`config.mk`:
```
export PLATFORM = sky130hd
export DESIGN_NAME = addr_map_decoder
export DESIGN_NICKNAME = d
export VERILOG_FILES = /design/src/rtl/addr_dec_pkg.sv /design/src/rtl/ident_shreg.sv /design/src/rtl/slot_cmp.sv /design/src/rtl/prio_pick.sv /design/src/rtl/addr_map_decoder.sv
export SDC_FILE = /design/constraint.sdc
export NUM_CORES = 1
export LEC_CHECK = 0
export ABC_AREA = 1
export BUFFER_PORTS_ARGS = -buffer_cell sky130_fd_sc_hd__clkbuf_2
export CAP_MARGIN = 15
export CORE_UTILIZATION = 47
export DETAILED_ROUTE_END_ITERATION = 16
export HOLD_SLACK_MARGIN = 0.1
export PLACE_DENSITY = 0.68
export SLEW_MARGIN = 30
export SYNTH_ARGS = -nofsm -noshare
export SYNTH_HDL_FRONTEND = slang
export SYNTH_HIERARCHICAL = 1
export SYNTH_SLANG_ARGS = --single-unit
```
`constraint.sdc`:
```
create_clock -name clk -period 2 [get_ports clk]
set_clock_uncertainty 0.05 [all_clocks]
set_input_delay 0.1 -clock clk [delete_from_list [all_inputs] [get_ports clk]]
set_output_delay 0.1 -clock clk [all_outputs]
set_load 0.03 [all_outputs]
```
`src/rtl/addr_dec_pkg.sv`:
```
package addr_dec_pkg;

    localparam int NUM_SLOTS = 6;
    localparam int ID_W      = 8;
    localparam int ADDR_W    = 32;
    localparam int FIELD_LSB = 19;

    typedef enum int unsigned {
        SLOT_ROM  = 0,
        SLOT_RAM  = 1,
        SLOT_MBOX = 2,
        SLOT_SER0 = 3,
        SLOT_SER1 = 4,
        SLOT_PAR  = 5
    } slot_e;

    typedef logic [ID_W-1:0] ident_t;

    // Shift one serial bit into the low end of an identity value.
    function automatic ident_t shift_in(input ident_t cur, input logic bit_in);
        return {cur[ID_W-2:0], bit_in};
    endfunction

endpackage

```
`src/rtl/ident_shreg.sv`:
```
module ident_shreg #(
    parameter int W = 8
) (
    input  logic         clk,
    input  logic         rst,
    input  logic         shift_en,
    input  logic         sdata,
    output logic [W-1:0] ident
);
    always_ff @(posedge clk) begin
        if (rst) begin
            ident <= '0;
        end else if (shift_en) begin
            ident <= {ident[W-2:0], sdata};
        end
    end
endmodule

```
`src/rtl/slot_cmp.sv`:
```
module slot_cmp #(
    parameter int W = 8
) (
    input  logic [W-1:0] ident,
    input  logic [W-1:0] field,
    input  logic         enable,
    output logic         hit
);
    always_comb begin
        hit = enable && (ident == field);
    end
endmodule

```
`src/rtl/prio_pick.sv`:
```
module prio_pick #(
    parameter int N = 6
) (
    input  logic [N-1:0] req,
    output logic [N-1:0] grant
);
    always_comb begin
        logic taken;
        taken = 1'b0;
        grant = '0;
        for (int i = 0; i < N; i++) begin
            if (req[i] && !taken) begin
                grant[i] = 1'b1;
                taken    = 1'b1;
            end
        end
    end
endmodule

```
`src/rtl/addr_map_decoder.sv`:
```
module addr_map_decoder
    import addr_dec_pkg::*;
#(
    parameter int N_SLOT = NUM_SLOTS,
    parameter int IDW    = ID_W,
    parameter int AW     = ADDR_W,
    parameter int FLSB   = FIELD_LSB
) (
    input  logic              clk,
    input  logic              rst,
    input  logic              as_n,
    input  logic [AW-1:0]     addr,
    input  logic              rom_en_n,
    input  logic              grp_en,
    input  logic              cfg_shift,
    input  logic              cfg_sdata,
    input  logic [N_SLOT-1:0] cfg_load,
    output logic [N_SLOT-1:0] cs_n
);
    localparam int FMSB = FLSB + IDW - 1;

    logic [IDW-1:0]        field;
    logic [N_SLOT-1:0]     slot_en;
    logic [N_SLOT-1:0]     hit;
    logic [N_SLOT-1:0]     grant;
    logic [N_SLOT*IDW-1:0] id_flat;
    logic                  unused_addr_bits;

    assign field = addr[FMSB:FLSB];
    assign unused_addr_bits = ^{addr[AW-1:FMSB+1], addr[FLSB-1:0]};

    genvar gi;
    generate
        for (gi = 0; gi < N_SLOT; gi++) begin : g_slot
            logic [IDW-1:0] ident;
            logic           shift_ok;

            if (gi == int'(SLOT_ROM)) begin : g_rom_en
                assign slot_en[gi] = ~rom_en_n;
            end else begin : g_grp_en
                assign slot_en[gi] = grp_en;
            end

            // A slot accepts serial data only while it is disabled.
            assign shift_ok = cfg_shift && cfg_load[gi] && !slot_en[gi];

            ident_shreg #(.W(IDW)) u_reg (
                .clk      (clk),
                .rst      (rst),
                .shift_en (shift_ok),
                .sdata    (cfg_sdata),
                .ident    (ident)
            );

            slot_cmp #(.W(IDW)) u_cmp (
                .ident  (ident),
                .field  (field),
                .enable (slot_en[gi] && !as_n),
                .hit    (hit[gi])
            );

            assign id_flat[gi*IDW +: IDW] = ident;
        end
    endgenerate

    prio_pick #(.N(N_SLOT)) u_pick (
        .req   (hit),
        .grant (grant)
    );

    always_ff @(posedge clk) begin
        if (rst) begin
            cs_n <= '1;
        end else begin
            cs_n <= ~grant;
        end
    end
endmodule

```
== Yosys cells after proc, flatten, opt, wreduce, memory -nomap -nowiden ==
Index checks and enable logic that the tools add are counted.

* Register bits: 54
* Latch bits: 0
* Bits in writable memories: 0
* ROM bits: 0
* Input bits: 45
* Memories: 0

* Add/subtract/negate cells: 0
* Multiply operators: 0
* Divide/modulo/power cells: 0
* Magnitude comparators: 0
* Equality and inequality tests: 6
* Shift-type cells: 0
* Muxes and demuxes: 10
* Bitwise gates (word level): 2
* Reduce and logical (&&, ||, !) cells: 32

{| class="wikitable"
|+ Operator list
! operator !! number
|-
| == test 8 bit || 6
|-
| logical AND 1 bit || 25
|-
| two-way mux 1 bit || 10
|-
| zero test 1 bit || 7
|-
| inverter 6 bit || 1
|-
| inverter 1 bit || 1
|}

== Depth between registers and ports, before layout ==
* Depth after elaboration: 20
* Depth in mapped cells: 10

== Modules after synthesis ==
The synthesis kept the hierarchy.

{| class="wikitable"
|+ Modules (own cells, without submodules)
! module !! instances !! cells each !! area each (um^2) !! seq. area each (um^2)
|-
| ident_shreg || 6 || 51 || 341.6 || 160.2
|-
| slot_cmp || 6 || 35 || 152.6 || 0.0
|-
| addr_map_decoder || 1 || 29 || 206.4 || 120.1
|-
| prio_pick || 1 || 14 || 66.3 || 0.0
|}

== Worst setup path before layout ==
Ideal clock, no wire load.

* Path kind: register -> register
* Start: register g_slot[2].u_reg.ident[4]
* End: register cs_n[2]
* Setup time: 0.119 ns
* Arrival: 0.947 ns
* Data required time: 1.831 ns
* Setup slack: 0.884 ns
* Cell stages (with the launch flop): 10
* Clock period less this slack: 1.116 ns
* Path through: dfxtp_1 -> inv_1 -> nand2_1 -> nand2_1 -> nor2_1 -> nand3_1 -> nor2_2 -> inv_1 -> nor3_1 -> nand2_1

* Cells in the longest elaborated chain, start to end: 5

{| class="wikitable"
|+ Ends and longest elaborated chain
! element !! RTL line !! source
|-
| from (decl) || ident_shreg.sv:8 || <nowiki>output logic [W-1:0] ident</nowiki>
|-
| from (signal assigned) || ident_shreg.sv:14 || <nowiki>ident <= {ident[W-2:0], sdata};</nowiki>
|-
| == test 8 bit || slot_cmp.sv:10 || <nowiki>hit = enable && (ident == field);</nowiki>
|-
| logical AND 1 bit || slot_cmp.sv:10 ||
|-
| named net hit[2] || addr_map_decoder.sv:24 || <nowiki>logic [N_SLOT-1:0] hit;</nowiki>
|-
| logical AND 1 bit || prio_pick.sv:12 || <nowiki>if (req[i] && !taken) begin</nowiki>
|-
| two-way mux 1 bit || prio_pick.sv:12 ||
|-
| named net grant[2] || addr_map_decoder.sv:25 || <nowiki>logic [N_SLOT-1:0] grant;</nowiki>
|-
| inverter 6 bit || addr_map_decoder.sv:75 || <nowiki>cs_n <= ~grant;</nowiki>
|-
| to (signal assigned) || addr_map_decoder.sv:75 ||
|-
| to (decl) || addr_map_decoder.sv:18 || <nowiki>output logic [N_SLOT-1:0] cs_n</nowiki>
|}

The timed path passes the listed nets, and every way through them passes these cells.
A chain may end at the register's enable or synchronous reset.

== Worst setup path after layout ==
* Start: register g_slot[2].u_reg.ident[2]
* End: register cs_n[2]

The elaborated chain is that of the path after synthesis.

==> impl_metrics.ini <==
[timing]
rsz0062_at_grt = false
fin_hold_ws_ns = 0.134
period_needed_ns = 1.34
slew_viol_final = 0
fmax_mhz = 746
worstMarginPinSlew_ns = 0.431
finalSetupTns_ns = 0
worst_slew_margin_rel = 0.712
final-setup-viol-count = 0
final_hold_viol_count = 0
period_share = 0.670

[finish]
diodes = 0
nFillCells = 690
drive_above_1_share = 0.145
fin_area_sq_mm = 0.00347
final_cells = 664
areaGrowthSynthToFinish_pct = 7.15
fin_nets = 631

[yosys]
synthAdderAreaFrac = 0
synth_cell_types = 13
synth_ff_type = dfxtp_1
async_flop_share = 0
yosysTopAreaCellShare = 0.334
synth_common_cells = nand2_1, nor2_1, inv_1, dfxtp_1, nor2_2
synth_most_common_cell = nand2_1
yosys_register_bits = 54
synth_xor_area_frac = 0.0325
synth.net_count = 604
synth_edf_count = 0
yosys.area_share.simple = 0.435
yosys-top-cells-area = dfxtp_1, nand2_1, nor2_1
yosys_warnings = 6
synth_compound_area_frac = 0.0139
synthMuxAreaShare = 0
netlist_area_sq_mm = 0.00324
synth_area_per_cell_sq_um = 5.79
seq_area_frac_synth = 0.334
synthCells = 559
synth_top_family_by_area = simple AND/OR/NAND/NOR gates
synth_largest_area_cell = dfxtp_1

[grt]
grt_max_degree = 19
antenna_found_initial = 0
grt.total_usage = 0.202
grt_pass1_vias = 2581
grt_overflow = 0
grt_pass1_wl_mm = 11.5

[placement]
portBuffers = 26
placed_cell_area_sq_mm = 0.00337
dp_hpwl_mm = 4.77
dp.cells = 656
place.gp.congestion = 0.808

[clocking]
max-clock-path-buffers = 2
cts.clk_slew.worst_paths_ns = 0.11
cts.sinks = 54
cts_tree = yes
hold_buffers = 0
clk_latency_ns = 0.32
htreeDepth = 2
postCtsSetupRepairBufs = 0
clockRootBuffer = clkbuf_8
cts_buffers = 5
cts_resized = 0

[pwr]
p_per_area_mw_per_mm2 = 622
power_mw = 2.16
leakage_nw = 1.71
ir_worst_vdd_mv = 0.355

[critical_path]
worstSetupPathType = register to register
endpoint_kind = register
start_kind = register
worstPathArrival_ns = 1.51
critPathRequiredTime_ns = 2.17
crit_top_cell = nand2_1
slowest_delay_ns = 0.40
crit_path_top_delay_cell = dfxtp_1
worstPathCellList = inv_1, nand2_1, nand2_1, nor2_2, nand3_1, nor2_2, inv_1, nor3_1, nand2_1
cp_max_fo = 4

[drt]
drc = 0
viasPerCell = 4.38
dr.pass1.iters = 4
routed_wirelength_mm = 6.60
via_count = 2905
drt_iter0_markers = 155
wl_per_cell_um = 9.94
ant_nets = 0

[floorplanning]
dieArea_sq_mm = 0.00723
core_area_sq_mm = 0.00649
row_count = 29
die_x_um = 85.0
io_pins = 51
die_y_um = 85.0
start_util = 0.499

[status]
status = completed

[flow_run]
maxCapViolations = 0

[hold_path]
min_path_type = input pin to register
[per-stage QoR]
step,worst slack [ns],util
floorplan,0.884,-
global placement,0.574,0.520
detailed placement,0.552,0.520
CTS,0.649,0.534
global route,0.509,0.534
finish,0.659,0.534
[worst paths after layout]
| check | startpoint | to | slack (ns) | cells after the start |
|---|---|---|---|---|
| max reg2reg | g_slot[2].u_reg/ident[2] | cs_n[2] | 0.66 | 9 |
| min reg2reg | g_slot[3].u_reg/ident[7] | g_slot[3].u_reg/ident[7] | 0.44 | 2 |
| min | cfg_sdata | g_slot[5].u_reg/ident[0] | 0.13 | 5 |
| max | g_slot[2].u_reg/ident[2] | cs_n[2] | 0.66 | 9 |
[sequential cells by signal (all words and copies together), names as in the netlist]
signal / count
cs_n: 6
g_slot.u_reg/ident: 48
[layout make-up]
type | count | area (sq um) | area share
Multi-Input combinational cell | 371 | 1560 | 0.450
Sequential cell | 54 | 1080 | 0.312
Inverter | 121 | 454 | 0.131
Timing Repair Buffer | 33 | 183 | 0.0527
Tap cell | 77 | 96.3 | 0.0278
Clock buffer | 5 | 68.8 | 0.0198
Clock inverter | 3 | 26.3 | 0.00757
[power by group]
part / leakage [nW] / internal [mW] / total (mW) / switching (mW)
clock network: 0.0483 / 0.253 / 0.630 / 0.376
logic: 1.22 / 0.141 / 0.363 / 0.222
registers: 0.441 / 1.12 / 1.17 / 0.0428
[cells by family after synthesis]
logic type / Yosys count
xor gates and xnor gates: 12
DFF: 54
buffers and inverters: 134
AOI/OAI and AO/OA: 6
and+or+nand+nor: 353
[critical path: cells and delay by family, from the launching register on]
family | cells | cell delay, ns
buffers and inverters | 2 | 0.15
and+or+nand+nor | 7 | 0.64
DFF | 1 | 0.40
[cell usage in the layout (no fill, tap or decap), drive strengths merged]
master  count
xnor2      12
nor2      139
o21a        6
inv       121
dfxtp      54
nand3      13
buf         7
nor3        1
nand2     200
clkinv      3
clkbuf     31
[metal layers]
metal / vias up / track usage / wire, um
li1: 1627 / - / -
met1: 1221 / 0.243 / 3040
met2: 49 / 0.370 / 3180
met3: 8 / 0.0311 / 285
met4: 0 / 0.0601 / 94
met5: - / 0 / 0
Power figures use the tool's default switching activity.
